File: src/rtl/gcc_pkg.sv
package gcc_pkg;

    localparam int MODE_W = 2;

    localparam logic [MODE_W-1:0] MODE_REPORT = 2'b00;
    localparam logic [MODE_W-1:0] MODE_FORCE  = 2'b01;
    localparam logic [MODE_W-1:0] MODE_AUTO   = 2'b10;
    localparam logic [MODE_W-1:0] MODE_LATCH  = 2'b11;

    typedef enum logic [2:0] {
        ST_REPORT       = 3'd0,
        ST_FORCED       = 3'd1,
        ST_AUTO_ARMED   = 3'd2,
        ST_AUTO_TRIPPED = 3'd3,
        ST_LATCH_ARMED  = 3'd4
    } clamp_state_e;

    // Entry state for a host-written mode (transition T_WRITE).
    function automatic clamp_state_e entry_state(input logic [MODE_W-1:0] m);
        clamp_state_e s;
        unique case (m)
            MODE_REPORT: s = ST_REPORT;
            MODE_FORCE:  s = ST_FORCED;
            MODE_AUTO:   s = ST_AUTO_ARMED;
            default:     s = ST_LATCH_ARMED;
        endcase
        return s;
    endfunction

endpackage

File: src/rtl/gcc_alarm_flag.sv
module gcc_alarm_flag (
    input  logic clk,
    input  logic rst_n,
    input  logic set_evt,
    input  logic clr_evt,
    output logic flag
);

    logic flag_q;

    // Set has priority over clear so no alarm event is ever lost.
    always_ff @(posedge clk or negedge rst_n) begin
        if (!rst_n) begin
            flag_q <= 1'b0;
        end else if (set_evt) begin
            flag_q <= 1'b1;
        end else if (clr_evt) begin
            flag_q <= 1'b0;
        end
    end

    assign flag = flag_q;

    // a set event is visible next cycle, even against a clear
    p_flag_set_r8: assert property (@(posedge clk) disable iff (!rst_n)
        set_evt |=> flag);

    // without a set or clear the flag holds
    p_flag_hold_r8: assert property (@(posedge clk) disable iff (!rst_n)
        (!set_evt && !clr_evt) |=> $stable(flag));

    // a clear alone drops the flag
    p_flag_clr_r8: assert property (@(posedge clk) disable iff (!rst_n)
        (clr_evt && !set_evt) |=> !flag);

endmodule

File: src/rtl/gcc_clamp_fsm.sv
module gcc_clamp_fsm
    import gcc_pkg::*;
(
    input  logic              clk,
    input  logic              rst_n,
    input  logic              wr_en,
    input  logic [MODE_W-1:0] wr_mode,
    input  logic              conv_done,
    input  logic              conv_alarm,
    output logic              clamp,
    output logic [MODE_W-1:0] mode_rd
);

    clamp_state_e state_q;
    clamp_state_e state_d;

    // State register
    always_ff @(posedge clk or negedge rst_n) begin
        if (!rst_n) begin
            state_q <= ST_REPORT;
        end else begin
            state_q <= state_d;
        end
    end

    // Next state: host write first, then conversion-driven moves.
    always_comb begin
        state_d = state_q;
        if (wr_en) begin
            state_d = entry_state(wr_mode);                       // T_WRITE
        end else if (conv_done) begin
            unique case (state_q)
                ST_REPORT:       state_d = ST_REPORT;
                ST_FORCED:       state_d = ST_FORCED;
                ST_AUTO_ARMED:   state_d = conv_alarm ? ST_AUTO_TRIPPED : ST_AUTO_ARMED; // T_AUTO_TRIP
                ST_AUTO_TRIPPED: state_d = conv_alarm ? ST_AUTO_TRIPPED : ST_AUTO_ARMED; // T_AUTO_CLEAR
                ST_LATCH_ARMED:  state_d = conv_alarm ? ST_FORCED : ST_LATCH_ARMED;      // T_LATCH_TRIP
                default:         state_d = ST_REPORT;
            endcase
        end
    end

    // Moore outputs
    always_comb begin
        unique case (state_q)
            ST_REPORT:       begin clamp = 1'b0; mode_rd = MODE_REPORT; end
            ST_FORCED:       begin clamp = 1'b1; mode_rd = MODE_FORCE;  end
            ST_AUTO_ARMED:   begin clamp = 1'b0; mode_rd = MODE_AUTO;   end
            ST_AUTO_TRIPPED: begin clamp = 1'b1; mode_rd = MODE_AUTO;   end
            ST_LATCH_ARMED:  begin clamp = 1'b0; mode_rd = MODE_LATCH;  end
            default:         begin clamp = 1'b0; mode_rd = MODE_REPORT; end
        endcase
    end

    // report mode never clamps
    p_report_noclamp_r2: assert property (@(posedge clk) disable iff (!rst_n)
        (mode_rd == MODE_REPORT) |-> !clamp);

    // forced mode always clamps
    p_forced_clamp_r3: assert property (@(posedge clk) disable iff (!rst_n)
        (mode_rd == MODE_FORCE) |-> clamp);

    // alarm in auto mode clamps next cycle
    p_auto_trip_r4: assert property (@(posedge clk) disable iff (!rst_n)
        (!wr_en && conv_done && conv_alarm && mode_rd == MODE_AUTO)
        |=> (clamp && mode_rd == MODE_AUTO));

    // clean conversion in auto mode releases next cycle
    p_auto_clear_r5: assert property (@(posedge clk) disable iff (!rst_n)
        (!wr_en && conv_done && !conv_alarm && mode_rd == MODE_AUTO)
        |=> (!clamp && mode_rd == MODE_AUTO));

    // alarm in latching mode clamps and rewrites mode to 01
    p_latch_trip_r6: assert property (@(posedge clk) disable iff (!rst_n)
        (!wr_en && conv_done && conv_alarm && mode_rd == MODE_LATCH)
        |=> (clamp && mode_rd == MODE_FORCE));

    // a host write is always what is read back next
    p_host_wins_r10: assert property (@(posedge clk) disable iff (!rst_n)
        wr_en |=> (mode_rd == $past(wr_mode) && clamp == ($past(wr_mode) == MODE_FORCE)));

    // without write or done strobe nothing moves
    p_idle_stable_r9: assert property (@(posedge clk) disable iff (!rst_n)
        (!wr_en && !conv_done) |=> ($stable(mode_rd) && $stable(clamp)));

endmodule

File: src/rtl/gate_clamp_ctrl.sv
module gate_clamp_ctrl
    import gcc_pkg::*;
#(
    parameter int NUM_CH = 2
) (
    input  logic                     clk,
    input  logic                     rst_n,
    input  logic [NUM_CH-1:0]        mode_wr_en,
    input  logic [MODE_W*NUM_CH-1:0] mode_wr_data,
    input  logic [NUM_CH-1:0]        conv_done,
    input  logic [NUM_CH-1:0]        conv_alarm,
    input  logic [NUM_CH-1:0]        alarm_clr,
    output logic [NUM_CH-1:0]        clamp,
    output logic [NUM_CH-1:0]        alarm_flag,
    output logic [MODE_W*NUM_CH-1:0] mode_rd
);

    localparam int RD_W = MODE_W * NUM_CH;

    logic [NUM_CH-1:0] alarm_evt;
    logic [RD_W-1:0]   mode_rd_int;

    for (genvar ch = 0; ch < NUM_CH; ch++) begin : g_ch
        // Alarm results count only when qualified by the done strobe.
        assign alarm_evt[ch] = conv_done[ch] & conv_alarm[ch];

        gcc_clamp_fsm u_fsm (
            .clk        (clk),
            .rst_n      (rst_n),
            .wr_en      (mode_wr_en[ch]),
            .wr_mode    (mode_wr_data[MODE_W*ch +: MODE_W]),
            .conv_done  (conv_done[ch]),
            .conv_alarm (conv_alarm[ch]),
            .clamp      (clamp[ch]),
            .mode_rd    (mode_rd_int[MODE_W*ch +: MODE_W])
        );

        gcc_alarm_flag u_flag (
            .clk     (clk),
            .rst_n   (rst_n),
            .set_evt (alarm_evt[ch]),
            .clr_evt (alarm_clr[ch]),
            .flag    (alarm_flag[ch])
        );
    end

    assign mode_rd = mode_rd_int;

    // state straight after reset release
    p_reset_state_r1: assert property (@(posedge clk)
        $rose(rst_n) |-> (clamp == '0 && alarm_flag == '0 && mode_rd == '0));

endmodule

File: config.mk
export PLATFORM = sky130hd
export DESIGN_NAME = gate_clamp_ctrl
export DESIGN_NICKNAME = d
export VERILOG_FILES = /design/src/rtl/gcc_pkg.sv /design/src/rtl/gcc_alarm_flag.sv /design/src/rtl/gcc_clamp_fsm.sv /design/src/rtl/gate_clamp_ctrl.sv
export SDC_FILE = /design/constraint.sdc
export NUM_CORES = 1
export LEC_CHECK = 0
export BUFFER_PORTS_ARGS = -buffer_cell sky130_fd_sc_hd__buf_2
export CAP_MARGIN = 20
export CORE_AREA = 5 5 42 44
export CTS_CLUSTER_DIAMETER = 120
export DETAILED_ROUTE_END_ITERATION = 12
export DIE_AREA = 0 0 47 49
export PLACE_DENSITY = 0.73
export SETUP_SLACK_MARGIN = 0.1
export SLEW_MARGIN = 20
export SYNTH_ARGS = -nofsm -noshare
export SYNTH_HDL_FRONTEND = slang
export SYNTH_SLANG_ARGS = --single-unit
File: constraint.sdc
create_clock -name clk -period 3.6 [get_ports clk]
set_clock_uncertainty 0.15 [all_clocks]
set_input_delay 0.36 -clock clk [delete_from_list [all_inputs] [get_ports clk]]
set_output_delay 0.36 -clock clk [all_outputs]
set_load 0.005 [all_outputs]
==> results of run 1 <==
synthesized netlist by cell type:
cell type	count
mux2i_1	2
xnor2_1	2
mux2_2	2
a221oi_2	2
nor3_1	4
o21ai_0	8
nor2b_1	2
a311oi_1	2
or2_0	2
nor2_1	4
nand3_1	2
buf_4	4
nand3b_1	2
nand2b_1	2
dfrtp_1	8
inv_1	4
nand2_1	6
cell type report:
type / instances / area (sq um)
multi-input combinational: 42 / 267.8
timing repair buffer: 22 / 115.1
inverter: 4 / 15.01
sequential: 8 / 200.2
tap: 16 / 20.02
clock buffer: 3 / 22.52
fill: 138 / 760.7
layer usage:
metal / vias up / share of wire [%] / global-route usage [%]
met3: 0 / 9.8 / 4.428
met2: 16 / 48 / 17.19
met4: 0 / 0 / 2.765
met5: - / 0 / 0
li1: 243 / - / -
met1: 197 / 42 / 12.56
worst max path at each step:
stage,from,to,slack [ps],cells past startpoint
final,g_ch[0].u_fsm.state_q[2]$_DFFE_PN0P_,mode_rd[1],1900,2
after global routing,g_ch[0].u_fsm.state_q[2]$_DFFE_PN0P_,mode_rd[1],1850,2
after CTS,g_ch[0].u_fsm.state_q[2]$_DFFE_PN0P_,mode_rd[1],1900,2
after detailed placement,g_ch[0].u_fsm.state_q[2]$_DFFE_PN0P_,mode_rd[1],2170,2
after global placement,g_ch[1].u_fsm.state_q[2]$_DFFE_PN0P_,mode_rd[3],2200,2
after floorplan,g_ch[0].u_fsm.state_q[2]$_DFFE_PN0P_,mode_rd[1],2330,1
critical path, stage by stage (launching register included):
cell,delay [ps]
dfrtp_1,460
mux2_2,360
buf_2,120
what timing repair did:
item | 4_1_cts | 5_1_grt
hold buffers | 1 | 0
setup endpoints to repair | 0 | 0
hold endpoints to repair | 8 | 0
state kept, by name, indices dropped and copies added, names as in the netlist:
name / count
g_ch.u_flag.flag: 2
g_ch.u_fsm.state_q: 6
per-stage QoR:
stage | total power [mW] | std cells
global placement | 0.1651 | 91
global route | 0.2492 | 95
finish | 0.2307 | 95
detailed placement | 0.1669 | 91
floorplan | 0.1443 | 58
CTS | 0.2342 | 95
cells by family after synthesis:
family                 Yosys count
AO/OA/AOI/OAI                   12
XOR/XNOR                         2
buffers and inverters            8
flip-flops                       8
multiplexers                     4
AND/OR/NAND/NOR                 24
power groups by stage:
stage | clock network, mW | logic, mW | registers (mW)
finish | 0.0655 | 0.0566 | 0.109
global route | 0.0736 | 0.0649 | 0.111
CTS | 0.0677 | 0.0578 | 0.109
detailed placement | 0 | 0.0568 | 0.110
global placement | 0 | 0.0555 | 0.110
floorplan | 0 | 0.0366 | 0.108
==> results.toml, run 1 <==
[synth]
synth_mux_area_share_pct = 8.293
synth_area_leaders = "dfrtp_1 39%, o21ai_0 7.8%, a221oi_2 5.9%"
yosys_register_bits = 8
synth_area_sq_um = 513.0
synth-compound-area-share_pct = 17.07
syn-num-nets = 72
yosys.area.top_type = "dfrtp_1"
synth-xor-area-share_pct = 3.415
synth_top_family_by_area = "simple AND/OR/NAND/NOR gates"
synth_cells = 58
ys_types = 17
synth-seq-area-share_pct = 39.02
synth_warnings = 0
synthSimpleGateAreaFrac_pct = 23.41
synth_top_area_share_pct = 39.02
syn_area_per_cell_sq_um = 8.845
synth_adder_area_share_pct = 0

[power]
netSwitchingFraction_pct = 27.78
peakVddDrop_uv = 160.6
p_clk_share_pct = 28.4
internal_power_mw = 0.1666
power.density_mw_per_mm2 = 360.2
seqPwrFrac_pct = 47.1
p_leak_nw = 0.3021
power_switching_mw = 0.06409
p_comb_share_pct = 24.5

[min_path]
hp-start = "alarm_clr[0]"
hold_depth = 2
min_path_type = "in -> reg"
worst_hold_path.endpoint = "g_ch[0].u_flag.flag$_DFFE_PN0P_"

[setup_path]
r2r_slack_ps = 2310
cp.arrival_ps = 1190
timing.rr.end = "g_ch[1].u_fsm.state_q[0]$_DFFE_PN0P_"
required_ps = 3090
cp-start-kind = "register"
ff2ff_path_depth = 3
rr_startpoint = "g_ch[1].u_fsm.state_q[1]$_DFFE_PN0P_"
timing_worst_setup_path_type = "reg -> out"
path_max_fanout = 7
cp-end-kind = "output port"

[sta]
max_slew.worst_pin.slew_ps = 308.4
hold_viol = 0
finalMaxSlewViolations = 0
slew-limit-headroom_pct = 79.30
setup_viol = 0
period_share_pct = 47.20
grt_setup_unrepaired = "no"
max_freq_ghz = 0.5885
fin_tns_setup_ps = 0
finalCriticalPeriod_ps = 1699
worst_hold_slack_ps = 149.0
worst_slack_ps = 1901

[global_route]
grt_max_degree = 9
grt_pass1_wl_um = 1807
grt-ovfl-total = 0
antenna_found_initial = 0
track_usage_pct = 10.62
grt_pass1_vias = 452

[final_layout]
n_antenna_cell = 0
post-route-util_pct = 45.71
fin_nets = 95
final_cell_mix = "21 x buf_2, 8 x o21ai_0, 8 x dfrtp_1, 6 x nand2_1"
drive_gt1_share_pct = 35.44
mostFrequentLayoutCell = "buf_2"
synthToLayoutAreaGrowth_pct = 24.88
final_area_sq_um = 640.6

[routing]
post_drt_wl_per_cell_um = 11.03
first_pass_iters = 4
num_vias = 456
drtIter0Drc = 6
drcViolationCount = 0
drtAntennaViolNets = 0
routed_wl_um = 1048
via_per_inst = 4.800

[clock_network]
root_buffer = "clkbuf_4"
numCtsBuffers = 3
cts_sinks = 8
tritoncts = "yes"
htree_levels = 1
postCtsSetupBuffers = 0
cts_resized = 0
cts_buffer_depth = 2
clk_pin_slew_ps = 50
worstSkewPairLatency_ps = 240

[placement]
pre_cts_ws_ps = 2173
dp_hpwl_um = 866.8
place_area_sq_um = 608.1
io_buffers = 21
gp_congestion = 0.7460

[outcome]
status = "complete, no violations"

[floorplan]
initial_utilization_pct = 36.61
die_area_sq_mm = 0.002303
fp.dieW_um = 47
die_h_um = 49
core_area_sq_mm = 0.001401
rows = 14
num_io_pins = 22

[job]
drv_cap = 0
Power figures use the tool's default switching activity.
==> run 2: changes to the inputs <==
Settings changed: PLACE_DENSITY 0.73 to 0.75.
Clock period 3.6 ns to 1.4 ns, I/O delays scaled along.
==> results.toml, run 2 (same netlist as run 1, synthesis figures left out) <==
[clock_network]
root_buffer = "clkbuf_4"
clk_pin_slew_ps = 60
worstSkewPairLatency_ps = 250
cts_sinks = 8
cts_buffer_depth = 2
numCtsBuffers = 3
htree_levels = 1
tritoncts = "yes"

[power]
peakVddDrop_uv = 416.5
internal_power_mw = 0.4790
seqPwrFrac_pct = 41.8
total_power_mw = 0.6730
p_comb_share_pct = 32.3
p_leak_nw = 0.3654
power_switching_mw = 0.1940
p_clk_share_pct = 25.9
netSwitchingFraction_pct = 28.83
power.density_mw_per_mm2 = 853.8

[floorplan]
fp.dieW_um = 47
rows = 14
die_area_sq_mm = 0.002303
die_h_um = 49
core_area_sq_mm = 0.001401
initial_utilization_pct = 36.61
num_io_pins = 22

[routing]
drtAntennaViolNets = 0
num_vias = 550
first_pass_iters = 4
routed_wl_um = 1378
drtIter0Drc = 11
via_per_inst = 5.140
post_drt_wl_per_cell_um = 12.88
drcViolationCount = 0

[setup_path]
cp.arrival_ps = 1140
crit_chain = "nor2_4 -> mux2_4 -> buf_6"
slowest_delay_ps = 450
cp_num_buf_inv = 1
crit_family = "flip-flops"
slowest_stage = "dfrtp_2"
cp-end-kind = "output port"
required_ps = 1110
cp-start-kind = "register"
r2r_slack_ps = 20
timing_worst_setup_path_type = "reg -> out"
path_max_fanout = 6

[outcome]
violations = "setup timing"
status = "complete, but fails checks"

[sta]
finalCriticalPeriod_ps = 1427
grt_setup_unrepaired = "yes"
hold_viol = 0
max_slew.worst_pin.slew_ps = 334.2
setup_viol = 2
max_freq_ghz = 0.7009
slew-limit-headroom_pct = 77.57
finalMaxSlewViolations = 0
fin_tns_setup_ps = -27.41
period_share_pct = 101.9
worst_slack_ps = -26.78

[final_layout]
synthToLayoutAreaGrowth_pct = 53.66
fin_nets = 107
final_cell_mix = "20 x buf_2, 6 x nand2_1, 6 x o21ai_0, 6 x dlygate4sd3_1, 5 x buf_6"
drive_gt1_share_pct = 46.15
mostFrequentLayoutCell = "buf_2"
final_area_sq_um = 788.3
final_cells = 107
top_register = "g_ch.u_fsm.state_q"
n_antenna_cell = 0
n_fill_cell = 146
largest_register_ffs = 6

[placement]
dpl.cell_count = 91
io_buffers = 21
pre_cts_ws_ps = 141.4
place_area_sq_um = 608.1
gp_congestion = 0.8401
dp_hpwl_um = 900

[min_path]
min_path_type = "in -> reg"

[global_route]
antenna_found_initial = 0
grt-ovfl-total = 0
grt_pass1_vias = 507
grt_pass1_wl_um = 2104
track_usage_pct = 12.56
grt_max_degree = 9

[job]
drv_cap = 0
[run 2: changes by cell type in the layout (fill, tap and decap cells not counted), sizes merged]
cell,previous run,this run
dlygate4sd3,1,6
buf,21,28
[run 2: per-layer routing]
metal	wire [um]	global-route usage (%)
met5	0	0
met4	6	6.912
met3	119	2.214
met1	526	15.09
met2	725	20.14
[run 2: final timing paths]
path	end	startpoint	depth (start not counted)
max	mode_rd[3]	g_ch[1].u_fsm.state_q[1]$_DFFE_PN0P_	3
min	g_ch[1].u_fsm.state_q[2]$_DFFE_PN0P_	mode_wr_data[3]	3
max reg2reg	g_ch[1].u_fsm.state_q[0]$_DFFE_PN0P_	g_ch[1].u_fsm.state_q[1]$_DFFE_PN0P_	4
min reg2reg	g_ch[1].u_flag.flag$_DFFE_PN0P_	g_ch[1].u_flag.flag$_DFFE_PN0P_	2
max in group asynchronous	g_ch[0].u_fsm.state_q[2]$_DFFE_PN0P_	rst_n	2
min in group asynchronous	g_ch[0].u_flag.flag$_DFFE_PN0P_	rst_n	2
[run 2: worst min-delay path, stage by stage]
cell and delay, ps:
buf_2 100, nand3_1 60, o21ai_0 70
[run 2: per-stage QoR]
| stage | util (%) | hold slack [ps] |
|---|---|---|
| 3_5_place_dp | 43.39 | -156.9 |
| 4_1_cts | 53.48 | 2.037 |
| 6_report | 56.25 | 8.758 |
| 5_1_grt | 56.25 | 20.46 |
| 2_1_floorplan | - | -305.6 |
| 3_3_place_gp | 43.39 | -155.1 |
[run 2: layout make-up]
type / instances / area, sq um / share of cell area (%)
clock buffers: 3 / 22.52 / 2.857
inverters: 4 / 15.01 / 1.905
multi-input cells: 42 / 286.5 / 36.35
flip-flops and latches: 8 / 205.2 / 26.03
well taps: 16 / 20.02 / 2.540
repair buffers: 34 / 239.0 / 30.32
[run 2: what timing repair did]
action,4_1_cts,5_1_grt
gates resized for setup,9,9
endpoints found under the hold margin,11,0
setup buffers,5,2
cloned,0,0
hold buffers,6,0
pin swaps,4,1
setup endpoints to repair,4,9
[run 2: power groups by stage]
stage | combinational (mW) | sequential, mW | clock (mW)
after floorplan | 0.0941 | 0.277 | 0
after global placement | 0.144 | 0.282 | 0
after detailed placement | 0.148 | 0.283 | 0
after CTS | 0.197 | 0.276 | 0.178
after global routing | 0.241 | 0.284 | 0.185
final | 0.217 | 0.282 | 0.174
==> run 3: changes to the inputs <==
==> constraint.sdc (replaced) <==
create_clock -name clk -period 1.4 [get_ports clk]
set_clock_uncertainty 0.15 [all_clocks]
set_input_delay 0.07 -clock clk [delete_from_list [all_inputs] [get_ports clk]]
set_output_delay 0.07 -clock clk [all_outputs]
set_load 0.005 [all_outputs]
==> results.toml, run 3 (same netlist as run 1, synthesis figures left out) <==
[outcome]
status = "complete, no violations"

[power]
netSwitchingFraction_pct = 27.58
p_comb_share_pct = 33.2
p_leak_nw = 0.3940
total_power_mw = 0.6773
internal_power_mw = 0.4905
power.density_mw_per_mm2 = 789.1
peakVddDrop_uv = 359.7
seqPwrFrac_pct = 41.6
power_switching_mw = 0.1868
p_clk_share_pct = 25.2

[global_route]
antenna_found_initial = 0
grt_pass1_vias = 601
grt_pass1_wl_um = 2242
track_usage_pct = 12.87
grt-ovfl-total = 0
grt_max_degree = 9

[final_layout]
fin_nets = 113
drive_gt1_share_pct = 43.30
post-route-util_pct = 61.25
synthToLayoutAreaGrowth_pct = 67.32
final_cell_mix = "18 x buf_2, 13 x dlygate4sd3_1, 6 x nand2_1, 6 x o21ai_0"
largest_register_ffs = 6
top_register = "g_ch.u_fsm.state_q"
mostFrequentLayoutCell = "buf_2"
n_antenna_cell = 0

[setup_path]
cp-startpoint = "g_ch[1].u_fsm.state_q[2]$_DFFE_PN0P_"
cp.arrival_ps = 1140
cp-start-kind = "register"
ff2ff_path_depth = 3
timing_worst_setup_path_type = "reg -> out"
timing.rr.end = "g_ch[0].u_fsm.state_q[0]$_DFFE_PN0P_"
rr_startpoint = "g_ch[0].u_fsm.state_q[2]$_DFFE_PN0P_"
path_max_fanout = 6
required_ps = 1180
r2r_slack_ps = 120
cp-end-kind = "output port"

[clock_network]
worstSkewPairLatency_ps = 250
numCtsBuffers = 3
clk_pin_slew_ps = 50
cts_buffer_depth = 2
cts_sinks = 8
htree_levels = 1
tritoncts = "yes"
root_buffer = "clkbuf_4"

[sta]
finalCriticalPeriod_ps = 1355
finalMaxSlewViolations = 0
hold_viol = 0
period_share_pct = 96.80
fin_tns_setup_ps = 0
max_freq_ghz = 0.7379
grt_setup_unrepaired = "yes"
slew-limit-headroom_pct = 77.65
setup_viol = 0
max_slew.worst_pin.slew_ps = 333.1

[routing]
num_vias = 568
drcViolationCount = 0
drtIter0Drc = 10
first_pass_iters = 4
drtAntennaViolNets = 0
via_per_inst = 5.027
routed_wl_um = 1339
post_drt_wl_per_cell_um = 11.85

[floorplan]
num_io_pins = 22
core_area_sq_mm = 0.001401
die_area_sq_mm = 0.002303
fp.dieW_um = 47
initial_utilization_pct = 36.61
die_h_um = 49
rows = 14

[placement]
dp_hpwl_um = 858.8
io_buffers = 21
gp_congestion = 0.8515

[min_path]
min_path_type = "in -> async"

[job]
drv_cap = 0
## run 3: layout make-up
cell class                 instances  area, sq um
clock buffer                       3        22.52
fill                             128        543.0
inverter                           4        15.01
multi-input combinational         42        287.8
sequential                         8        206.4
tap                               16        20.02
timing repair buffer              40        306.5
## run 3: power groups by stage
stage	Sequential [mW]	Clock [mW]	Combinational [mW]
2_1_floorplan	0.277	0	0.0941
3_3_place_gp	0.281	0	0.145
3_5_place_dp	0.283	0	0.147
4_1_cts	0.277	0.179	0.206
5_1_grt	0.285	0.187	0.250
6_report	0.282	0.170	0.225
## run 3: layer usage
metal | track usage (%) | wire, um | vias up
met5 | 0 | 0 | -
met4 | 5.530 | 17 | 0
met3 | 2.214 | 85 | 2
li1 | - | - | 277
met2 | 21.95 | 698 | 22
met1 | 14.97 | 538 | 267
## run 3: how the worst max path moves through the flow
| stage | cells after the start | to | slack, ps |
|---|---|---|---|
| finish | 2 | mode_rd[3] | 40 |
| global route | 4 | mode_rd[0] | 4 |
| CTS | 2 | mode_rd[3] | 50 |
| detailed placement | 3 | g_ch[0].u_fsm.state_q[0]$_DFFE_PN0P_ | 150 |
| global placement | 3 | g_ch[0].u_fsm.state_q[0]$_DFFE_PN0P_ | 180 |
| floorplan | 3 | g_ch[1].u_fsm.state_q[0]$_DFFE_PN0P_ | 210 |
## run 3: worst max-delay path: stages (launching register included)
cell     delay, ps
dfrtp_2        450
mux2_4         320
buf_6          120
## run 3: repair_timing
action | in CTS | in global routing
gates resized for setup | 7 | 11
pin swaps | 1 | 2
setup endpoints to repair | 3 | 9
gates cloned | 0 | 0
buffers inserted | 5 | 1
hold buffers | 13 | 0
endpoints found under the hold margin | 16 | 0
## run 3: through the flow
stage	cells	worst slack [ps]	hold WS (ps)	area (sq um)
after floorplan	58	209.8	-375.6	513.0
after detailed placement	91	148.8	-230.3	608.1
after global placement	91	184.1	-226.5	608.1
after CTS	112	48.44	34.83	818.3
final	113	44.85	42.27	858.3
after global routing	113	3.521	69.31	858.3
